===== src/rtl/pgbuf_pkg.sv =====
package pgbuf_pkg;
   typedef enum logic [1:0] {
      PB_IDLE  = 2'd0,
      PB_OPEN  = 2'd1,
      PB_ERASE = 2'd2,
      PB_SWEEP = 2'd3
   } pb_state_e;

   localparam int KIND_COMMIT_BIT = 0;
   localparam int KIND_ERASE_BIT  = 1;
endpackage


===== src/rtl/pgbuf_addr.sv =====
module pgbuf_addr #(
   parameter int ADDR_W = 16,
   parameter int OFF_W  = 6
) (
   input  logic              clk,
   input  logic              rst_n,
   input  logic              capture,
   input  logic [ADDR_W-1:0] addr_in,
   input  logic              step,
   output logic [ADDR_W-OFF_W-1:0] page,
   output logic [OFF_W-1:0]  offset
);
   logic [ADDR_W-OFF_W-1:0] page_q;
   logic [OFF_W-1:0]        off_q;

   // The offset register is exactly OFF_W bits, so incrementing wraps inside the page
   always_ff @(posedge clk or negedge rst_n) begin
      if (!rst_n) begin
         page_q <= '0;
         off_q  <= '0;
      end else if (capture) begin
         page_q <= addr_in[ADDR_W-1:OFF_W];
         off_q  <= addr_in[OFF_W-1:0];
      end else if (step) begin
         off_q  <= off_q + 1'b1;
      end
   end

   assign page   = page_q;
   assign offset = off_q;
endmodule


===== src/rtl/pgbuf_store.sv =====
module pgbuf_store #(
   parameter int PAGE_BYTES = 64,
   parameter int DATA_W     = 8,
   localparam int OFF_W     = $clog2(PAGE_BYTES)
) (
   input  logic              clk,
   input  logic              rst_n,
   input  logic              wr_en,
   input  logic [OFF_W-1:0]  wr_off,
   input  logic [DATA_W-1:0] wr_data,
   input  logic              clear_all,
   input  logic [OFF_W-1:0]  rd_off,
   output logic [DATA_W-1:0] rd_data,
   output logic              rd_valid,
   output logic              wr_hit
);
   logic [DATA_W-1:0] data_w  [PAGE_BYTES];
   logic [PAGE_BYTES-1:0] valid_w;

   if (PAGE_BYTES < 2 || (PAGE_BYTES & (PAGE_BYTES - 1)) != 0) begin : g_bad_page
      $error("pgbuf_store: PAGE_BYTES must be a power of two, at least 2");
   end

   for (genvar i = 0; i < PAGE_BYTES; i++) begin : g_slot
      logic [DATA_W-1:0] d_q;
      logic              v_q;
      logic              sel;

      assign sel = wr_en && (wr_off == OFF_W'(i));

      always_ff @(posedge clk or negedge rst_n) begin
         if (!rst_n) begin
            v_q <= 1'b0;
         end else if (clear_all) begin
            v_q <= 1'b0;
         end else if (sel) begin
            v_q <= 1'b1;
         end
      end

      always_ff @(posedge clk or negedge rst_n) begin
         if (!rst_n) begin
            d_q <= '0;
         end else if (sel) begin
            d_q <= wr_data;
         end
      end

      assign data_w[i]  = d_q;
      assign valid_w[i] = v_q;
   end

   assign rd_data  = data_w[rd_off];
   assign rd_valid = valid_w[rd_off];
   assign wr_hit   = valid_w[wr_off];
endmodule


===== src/rtl/pgbuf_ctrl.sv =====
module pgbuf_ctrl
   import pgbuf_pkg::*;
#(
   parameter int PAGE_BYTES = 64,
   localparam int OFF_W     = $clog2(PAGE_BYTES)
) (
   input  logic             clk,
   input  logic             rst_n,
   input  logic             cmd_start,
   input  logic [1:0]       cmd_kind,
   input  logic             cmd_end,
   input  logic             data_valid,
   input  logic             session_end,
   input  logic             slot_hit,
   output pb_state_e        state,
   output logic [OFF_W-1:0] sweep_off,
   output logic             capture,
   output logic             accept,
   output logic             clear_all,
   output logic             load_flag,
   output logic             reload_err
);
   pb_state_e        state_q;
   logic [1:0]       kind_q;
   logic [OFF_W-1:0] sweep_q;
   logic             flag_q;
   logic             err_q;
   logic             sweep_last;

   assign sweep_last = (sweep_q == OFF_W'(PAGE_BYTES - 1));

   always_ff @(posedge clk or negedge rst_n) begin
      if (!rst_n) begin
         state_q <= PB_IDLE;
         kind_q  <= 2'b00;
         sweep_q <= '0;
         flag_q  <= 1'b1;
         err_q   <= 1'b0;
      end else if (session_end) begin
         state_q <= PB_IDLE;
         sweep_q <= '0;
         flag_q  <= 1'b1;
         err_q   <= 1'b0;
      end else begin
         unique case (state_q)
            PB_IDLE: begin
               if (cmd_start) begin
                  state_q <= PB_OPEN;
                  kind_q  <= cmd_kind;
                  if (!cmd_kind[KIND_COMMIT_BIT]) flag_q <= 1'b0;
               end
            end
            PB_OPEN: begin
               if (data_valid && slot_hit) err_q <= 1'b1;
               if (cmd_end) begin
                  sweep_q <= '0;
                  if (!kind_q[KIND_COMMIT_BIT]) state_q <= PB_IDLE;
                  else if (kind_q[KIND_ERASE_BIT]) state_q <= PB_ERASE;
                  else state_q <= PB_SWEEP;
               end
            end
            PB_ERASE: state_q <= PB_SWEEP;
            PB_SWEEP: begin
               if (sweep_last) begin
                  state_q <= PB_IDLE;
                  flag_q  <= 1'b1;
               end else begin
                  sweep_q <= sweep_q + 1'b1;
               end
            end
            default: state_q <= PB_IDLE;
         endcase
      end
   end

   assign state      = state_q;
   assign sweep_off  = sweep_q;
   assign capture    = (state_q == PB_IDLE) && cmd_start && !session_end;
   assign accept     = (state_q == PB_OPEN) && data_valid && !session_end;
   assign clear_all  = session_end || ((state_q == PB_SWEEP) && sweep_last);
   assign load_flag  = flag_q;
   assign reload_err = err_q;
endmodule


===== src/rtl/pgbuf_top.sv =====
module pgbuf_top
   import pgbuf_pkg::*;
#(
   parameter int PAGE_BYTES = 64,
   parameter int ADDR_W     = 16,
   parameter int DATA_W     = 8,
   localparam int OFF_W     = $clog2(PAGE_BYTES),
   localparam int PAGE_W    = ADDR_W - OFF_W
) (
   input  logic              clk,
   input  logic              rst_n,
   input  logic              cmd_start,
   input  logic [1:0]        cmd_kind,
   input  logic [ADDR_W-1:0] cmd_addr,
   input  logic              data_valid,
   input  logic [DATA_W-1:0] data_byte,
   input  logic              cmd_end,
   input  logic              session_end,
   output logic              busy,
   output logic              load_flag,
   output logic              reload_err,
   output logic              mem_wr_en,
   output logic              mem_erase,
   output logic [ADDR_W-1:0] mem_addr,
   output logic [DATA_W-1:0] mem_wr_data
);
   if (PAGE_W < 1) begin : g_bad_addr
      $error("pgbuf_top: ADDR_W must be wider than the offset field");
   end

   pb_state_e         state;
   logic [OFF_W-1:0]  sweep_off;
   logic [OFF_W-1:0]  load_off;
   logic [PAGE_W-1:0] page;
   logic              capture, accept, clear_all, slot_hit;
   logic [DATA_W-1:0] rd_data;
   logic              rd_valid;

   pgbuf_addr #(.ADDR_W(ADDR_W), .OFF_W(OFF_W)) u_addr (
      .clk(clk), .rst_n(rst_n), .capture(capture), .addr_in(cmd_addr),
      .step(accept), .page(page), .offset(load_off)
   );

   pgbuf_store #(.PAGE_BYTES(PAGE_BYTES), .DATA_W(DATA_W)) u_store (
      .clk(clk), .rst_n(rst_n), .wr_en(accept), .wr_off(load_off),
      .wr_data(data_byte), .clear_all(clear_all), .rd_off(sweep_off),
      .rd_data(rd_data), .rd_valid(rd_valid), .wr_hit(slot_hit)
   );

   pgbuf_ctrl #(.PAGE_BYTES(PAGE_BYTES)) u_ctrl (
      .clk(clk), .rst_n(rst_n), .cmd_start(cmd_start), .cmd_kind(cmd_kind),
      .cmd_end(cmd_end), .data_valid(data_valid), .session_end(session_end),
      .slot_hit(slot_hit), .state(state), .sweep_off(sweep_off),
      .capture(capture), .accept(accept), .clear_all(clear_all),
      .load_flag(load_flag), .reload_err(reload_err)
   );

   assign busy        = (state == PB_ERASE) || (state == PB_SWEEP);
   assign mem_erase   = (state == PB_ERASE);
   assign mem_wr_en   = (state == PB_SWEEP) && rd_valid;
   assign mem_wr_data = rd_data;
   assign mem_addr    = (state == PB_ERASE) ? {page, {OFF_W{1'b0}}} : {page, sweep_off};
endmodule


===== config.mk =====
export PLATFORM = sky130hd
export DESIGN_NAME = pgbuf_top
export DESIGN_NICKNAME = d
export VERILOG_FILES = /design/src/rtl/pgbuf_pkg.sv /design/src/rtl/pgbuf_addr.sv /design/src/rtl/pgbuf_store.sv /design/src/rtl/pgbuf_ctrl.sv /design/src/rtl/pgbuf_top.sv
export SDC_FILE = /design/constraint.sdc
export NUM_CORES = 1
export LEC_CHECK = 0
export BUFFER_PORTS_ARGS = -buffer_cell sky130_fd_sc_hd__clkbuf_2
export CORE_AREA = 8 8 303 335
export CTS_BUF_LIST = sky130_fd_sc_hd__clkbuf_8
export DETAILED_ROUTE_END_ITERATION = 8
export DIE_AREA = 0 0 311 343
export SLEW_MARGIN = 40
export SYNTH_ARGS = -nofsm -noshare
export SYNTH_HDL_FRONTEND = slang
export SYNTH_SLANG_ARGS = --single-unit

===== constraint.sdc =====
create_clock -name clk -period 4.8 [get_ports clk]
set_input_delay 0.72 -clock clk [delete_from_list [all_inputs] [get_ports clk]]
set_output_delay 0.72 -clock clk [all_outputs]
set_load 0.05 [all_outputs]

# Word level (Yosys, flattened, before mapping)
# Index checks and enable logic that the tools add are counted.
# Widths: inputs -> output; s select.
[classes] n_addsub=2 multipliers=0 div_mod_pow=0 order_cmp=3 n_eq_ne=72 shift=0 muxes=157 bitwise_logic=2 n_reduce_logical=150
[ops] operator="$eq 6x6->1 const B" count=33
[ops] operator="$mux 1" count=138
[ops] operator="$reduce_bool 2->1" count=67
[ops] operator="$eq 6x5->1 const B" count=16
[ops] operator="$logic_and 1x1->1" count=71
[ops] operator="$bmux 8 s6" count=1
[ops] operator="$eq 6x4->1 const B" count=8
[ops] operator="$mux 6" count=6
[ops] operator="$eq 6x3->1 const B" count=4
[ops] operator="$mux 8" count=2
[ops] operator="$lt 6x7->1 const B" count=2
[ops] operator="$add 6x1->6 const B" count=2
[ops] operator="$bmux 1 s6" count=2
[ops] operator="$eq 6x2->1 const B" count=2
[ops] operator="$ne 3x3->1 const B" count=4
[ops] operator="$pmux 6 s2" count=1
[ops] operator="$mux 2" count=5
[ops] operator="$reduce_and 3->1" count=3
[ops] operator="$pmux 2 s4" count=1
[ops] operator="$ge 7x7->1 const B" count=1
[ops] operator="$not 6->7" count=1
[ops] operator="$eq 6x1->1 const B" count=1
[ops] operator="$logic_not 6->1" count=1
[ops] operator="$reduce_bool 3->1" count=2
[ops] operator="10 further kinds" count=12
[word_totals] register_bits=604 latch_bits=0 mem_bits_rw=0 mem_bits_ro=0 word_cells=521 n_memories=0

# Depth between registers and ports, before layout
[depth] ltp_word=6 depth_mapped=9 depth_no_buf=6

# Hierarchy
# Synthesis repeated with hierarchy kept, for this count alone.
[hier_totals] cells_unflattened=1925 hier_area_um2=28120.7
[modules_own_cells] mod="pgbuf_store" instances=1 cells_each=1790 area_each_um2=26638.0 seq_area_each_um2=14413.8
[modules_own_cells] mod="pgbuf_ctrl" instances=1 cells_each=70 area_each_um2=719.4 seq_area_each_um2=301.5
[modules_own_cells] mod="pgbuf_addr" instances=1 cells_each=55 area_each_um2=694.4 seq_area_each_um2=400.4
[modules_own_cells] mod="pgbuf_top" instances=1 cells_each=10 area_each_um2=68.8 seq_area_each_um2=0.0

# Worst setup path after synthesis
# No wires, ideal clock.
[synth_timing] kind="register to output" start="register u_ctrl.sweep_q[0], in the netlist u_ctrl.sweep_off[0]" end="output mem_wr_data[0]" arrival_ns=2.338 required_ns=4.080 path_slack_ns=1.742 stages_incl_launch_ff=7 path_buffers=2 path_cell_list="dfrtp_1 buf_2 buf_2 mux4_2 mux4_2 a22oi_1 nand2_1"
[synth_between] elab_chain_cells=4
[synth_lines] item="from (decl)" line="pgbuf_ctrl.sv:25" text="logic [OFF_W-1:0] sweep_q;"
[synth_lines] item="from (signal assigned)" line="pgbuf_ctrl.sv:68" text="sweep_q <= sweep_q + 1'b1;"
[synth_lines] item="$not 6->7 (not written as such)" line="pgbuf_store.sv:53" text="assign rd_data = data_w[rd_off];"
[synth_lines] item="$bmux 8 s6" line="pgbuf_store.sv:53"
[synth_lines] item="$mux 8 (not written as such) (2 in series)" line="pgbuf_store.sv:53"
[synth_lines] item="to (decl)" line="pgbuf_top.sv:25" text="output logic [DATA_W-1:0] mem_wr_data"
# Every way passes these cells. The select of a mux whose other input is x is not followed.

# Worst setup path in the final report
[layout_timing] start="register u_ctrl.sweep_q[1], in the netlist u_ctrl.sweep_off[1]" end="output mem_wr_data[6]"
# Same word-level chain as after synthesis.

==> impl_metrics.toml <==
[clocking]
numCtsBuffers = 103
insertion_delay_ps = 730
clkTransAtPathRegs_ps = 60
cts_max_path_buffers = 3
cts_tree = "built"
htreeDepth = 3
clock-root-buffer = "clkbuf_8"
clock-sinks = 604

[yosys]
synth_top_area_share_pct = 53.0
ys.flop_type = "dfrtp_1"
avgSynthCellArea_sq_um = 15.6
synth.ff_latch_count = 604
ys_warn_count = 0
synth_cell_types = 58
synthTopCellsByArea = "dfrtp_1, mux4_2, mux2_2"
synth_edf_count = 0
syn_nets = 1861
synth_area_sq_um = 28500
ys_seq_area_share_pct = 53.1
netlist_instances = 1824
synth_area_leader_cell = "dfrtp_1"
async_flop_share_pct = 100

[route]
drc = 0
totalWireLength_um = 76300
drtPass1Iterations = 7
wl_per_cell_um = 23.4
ant_nets = 0
via_per_inst = 5.06
vias = 16500
drtIter0Drc = 1091

[setup_path]
start_kind = "register"
end_kind = "primary output"
crit_type = "reg -> out"
cp_max_fo = 35
r2r_start = "u_ctrl.state[1]"
worstPathArrival_ps = 3840
critPathLaunch = "u_ctrl.sweep_off[1]"
required_ps = 4080

[min_path]
hold_path_startpoint = "cmd_kind[1]"
worstHoldPathType = "in -> reg"

[power_and_ir_drop]
powerDensity_nw_per_um2 = 384
clkPwrFrac_pct = 39.4
p_leak_uw = 0.0154
comb_power_share_pct = 13.5
p_int_uw = 9050
power_uw = 12500
p_sw_uw = 3430
vdd_drop_max_uv = 191
seqPwrFrac_pct = 47.1
switching_share_pct = 27.5

[cells_and_area]
layout_common_cells = "dfrtp_1, mux2_2, mux2_1"
drive_above_1_share_pct = 43.2
areaGrowthSynthToFinish_pct = 14.3
layout_commonest_cell = "dfrtp_1"
fin_nets = 1930

[grt]
grt_use_met3_pct = 2.43
met1_usage_pct = 19.6
grt_util_met2_pct = 23.0
grt_pass1_wl_um = 118000
grt.overflow.total = 0
antenna_found_initial = 2
busiest_layer = "met2"
grt_max_degree = 131
track_usage_pct = 14.3
grt_pass1_vias = 18200

[sta]
setup_tns_ps = 0
maxSlewHeadroom_pct = 39.8
holdWs_ps = 234
rsz0062_at_grt = "false"
finalMaxSlewViolations = 0
worst_slew_pin_slew_ps = 897
setup_viol = 0
fin_crit_ps = 4560
hold_viol = 0
fmax_mhz = 219
final.period_utilization_pct = 95.1
clock_skew_ps = 59.7

[floorplanning]
dieArea_sq_um = 107000
core_sq_um = 96100
die_h_um = 343
num_rows = 120
initial_core_util_pct = 29.6
die_w_um = 311
ioPinCount = 61

[run]
cap_violations = 0

[placed_design]
hpwl_um = 49300
numPortBuffers = 60
gp_congestion = 0.808

[status]
status = "completed"
synthesized netlist by cell type, types with 2 or more instances:
library cell	instances
dfrtp_1	603
mux2_2	338
mux2_1	189
mux4_2	179
clkbuf_1	85
o21a_1	43
nand2_1	42
inv_1	28
buf_2	27
buf_1	24
mux2i_1	22
nor2_4	22
a21boi_0	21
o21ai_0	20
nor2_8	18
a21oi_1	14
nor2_1	13
nand3_1	11
nand3_2	11
a211oi_1	10
nand2b_1	9
a22oi_1	8
and2_1	8
o221ai_1	8
o22ai_1	8
buf_4	7
ha_1	5
nand3b_1	4
a31oi_1	3
nand4_1	3
nor2_2	3
nor2b_1	3
xor2_1	3
and3_1	2
buf_6	2
nor3_1	2
o2111ai_1	2
o31ai_1	2
or2_2	2
xnor2_1	2
final timing paths:
check                      depth (start not counted)  slack, ps                   endpoint
setup / recovery                                   7        240             mem_wr_data[6]
hold / removal                                     2        230           u_ctrl.kind_q[1]
setup reg to reg                                   4       1490  u_store.g_slot[49].d_q[2]
hold reg to reg                                    2        480           u_ctrl.load_flag
max in group asynchronous                          4       2850   u_store.g_slot[9].d_q[0]
min in group asynchronous                          2        540  u_store.g_slot[21].d_q[5]
critical path: stages, from the launching register on:
cell      delay, ps
dfrtp_4         830
buf_4           360
mux4_2          560
mux2i_1         350
a211oi_1        190
o21ai_0         240
nand2_1         250
clkbuf_2        320
state kept, by name, indices dropped and copies added, names as in the netlist:
| name | count |
|---|---|
| u_store.g_slot.d_q | 512 |
| u_store.g_slot.v_q | 64 |
| u_addr.page | 10 |
| u_addr.offset | 6 |
| u_ctrl.sweep_off | 6 |
| u_ctrl.kind_q | 2 |
| u_ctrl.state | 2 |
| u_ctrl.load_flag | 1 |
| u_ctrl.reload_err | 1 |
cells by family (layout without fill, tap and decap cells):
| kind of cell | Yosys count | count (layout) | synth area share, % |
|---|---|---|---|
| other | 0 | 2 | 0 |
| adder cells (fa/ha/maj) | 5 | 5 | 0.220 |
| multiplexers | 728 | 728 | 35.8 |
| flip-flops | 604 | 604 | 53.1 |
| AO/OA/AOI/OAI | 146 | 146 | 3.60 |
| XOR/XNOR | 5 | 5 | 0.154 |
| AND/OR/NAND/NOR | 161 | 161 | 4.52 |
| buffers and inverters | 175 | 329 | 2.63 |
cell type report:
class	count	area, sq um
Fill cell	9290	63500
Sequential cell	604	15100
Multi-Input combinational cell	1045	12600
Clock inverter	63	469
Tap cell	1281	1600
Inverter	29	109
Clock buffer	127	1750
Antenna cell	2	5.00
Timing Repair Buffer	110	858
per-stage QoR:
step                      std cells  area (sq um)  setup slack (ps)  utilization, %
after floorplan                1824         28500              1740               -
after global placement         3066         30300               819            31.5
after detailed placement       3067         30300               868            31.5
after CTS                      3258         32500              45.2            33.8
after global routing           3260         32500              87.3            33.9
final                          3261         32500               237            33.9
timing repair:
action	CTS	global route
endpoints found under the setup margin	0	2
resized for setup	0	0
setup buffers	0	1
hold buffers	1	0
hold endpoints to repair	45	0
layer usage:
layer	wire [um]	share of wire [%]
met5	0	0
met4	1980	2.6
met1	34200	45
met2	36500	48
met3	3650	4.8
power groups by stage:
stage	Combinational, uW	Clock (uW)	Sequential (uW)
global placement	1660	0	5930
CTS	1710	5080	5880
detailed placement	1700	0	5970
finish	1690	4920	5880
floorplan	1160	0	5900
global route	1810	5310	5940
No activity file was read; power rests on OpenSTA's default activity.
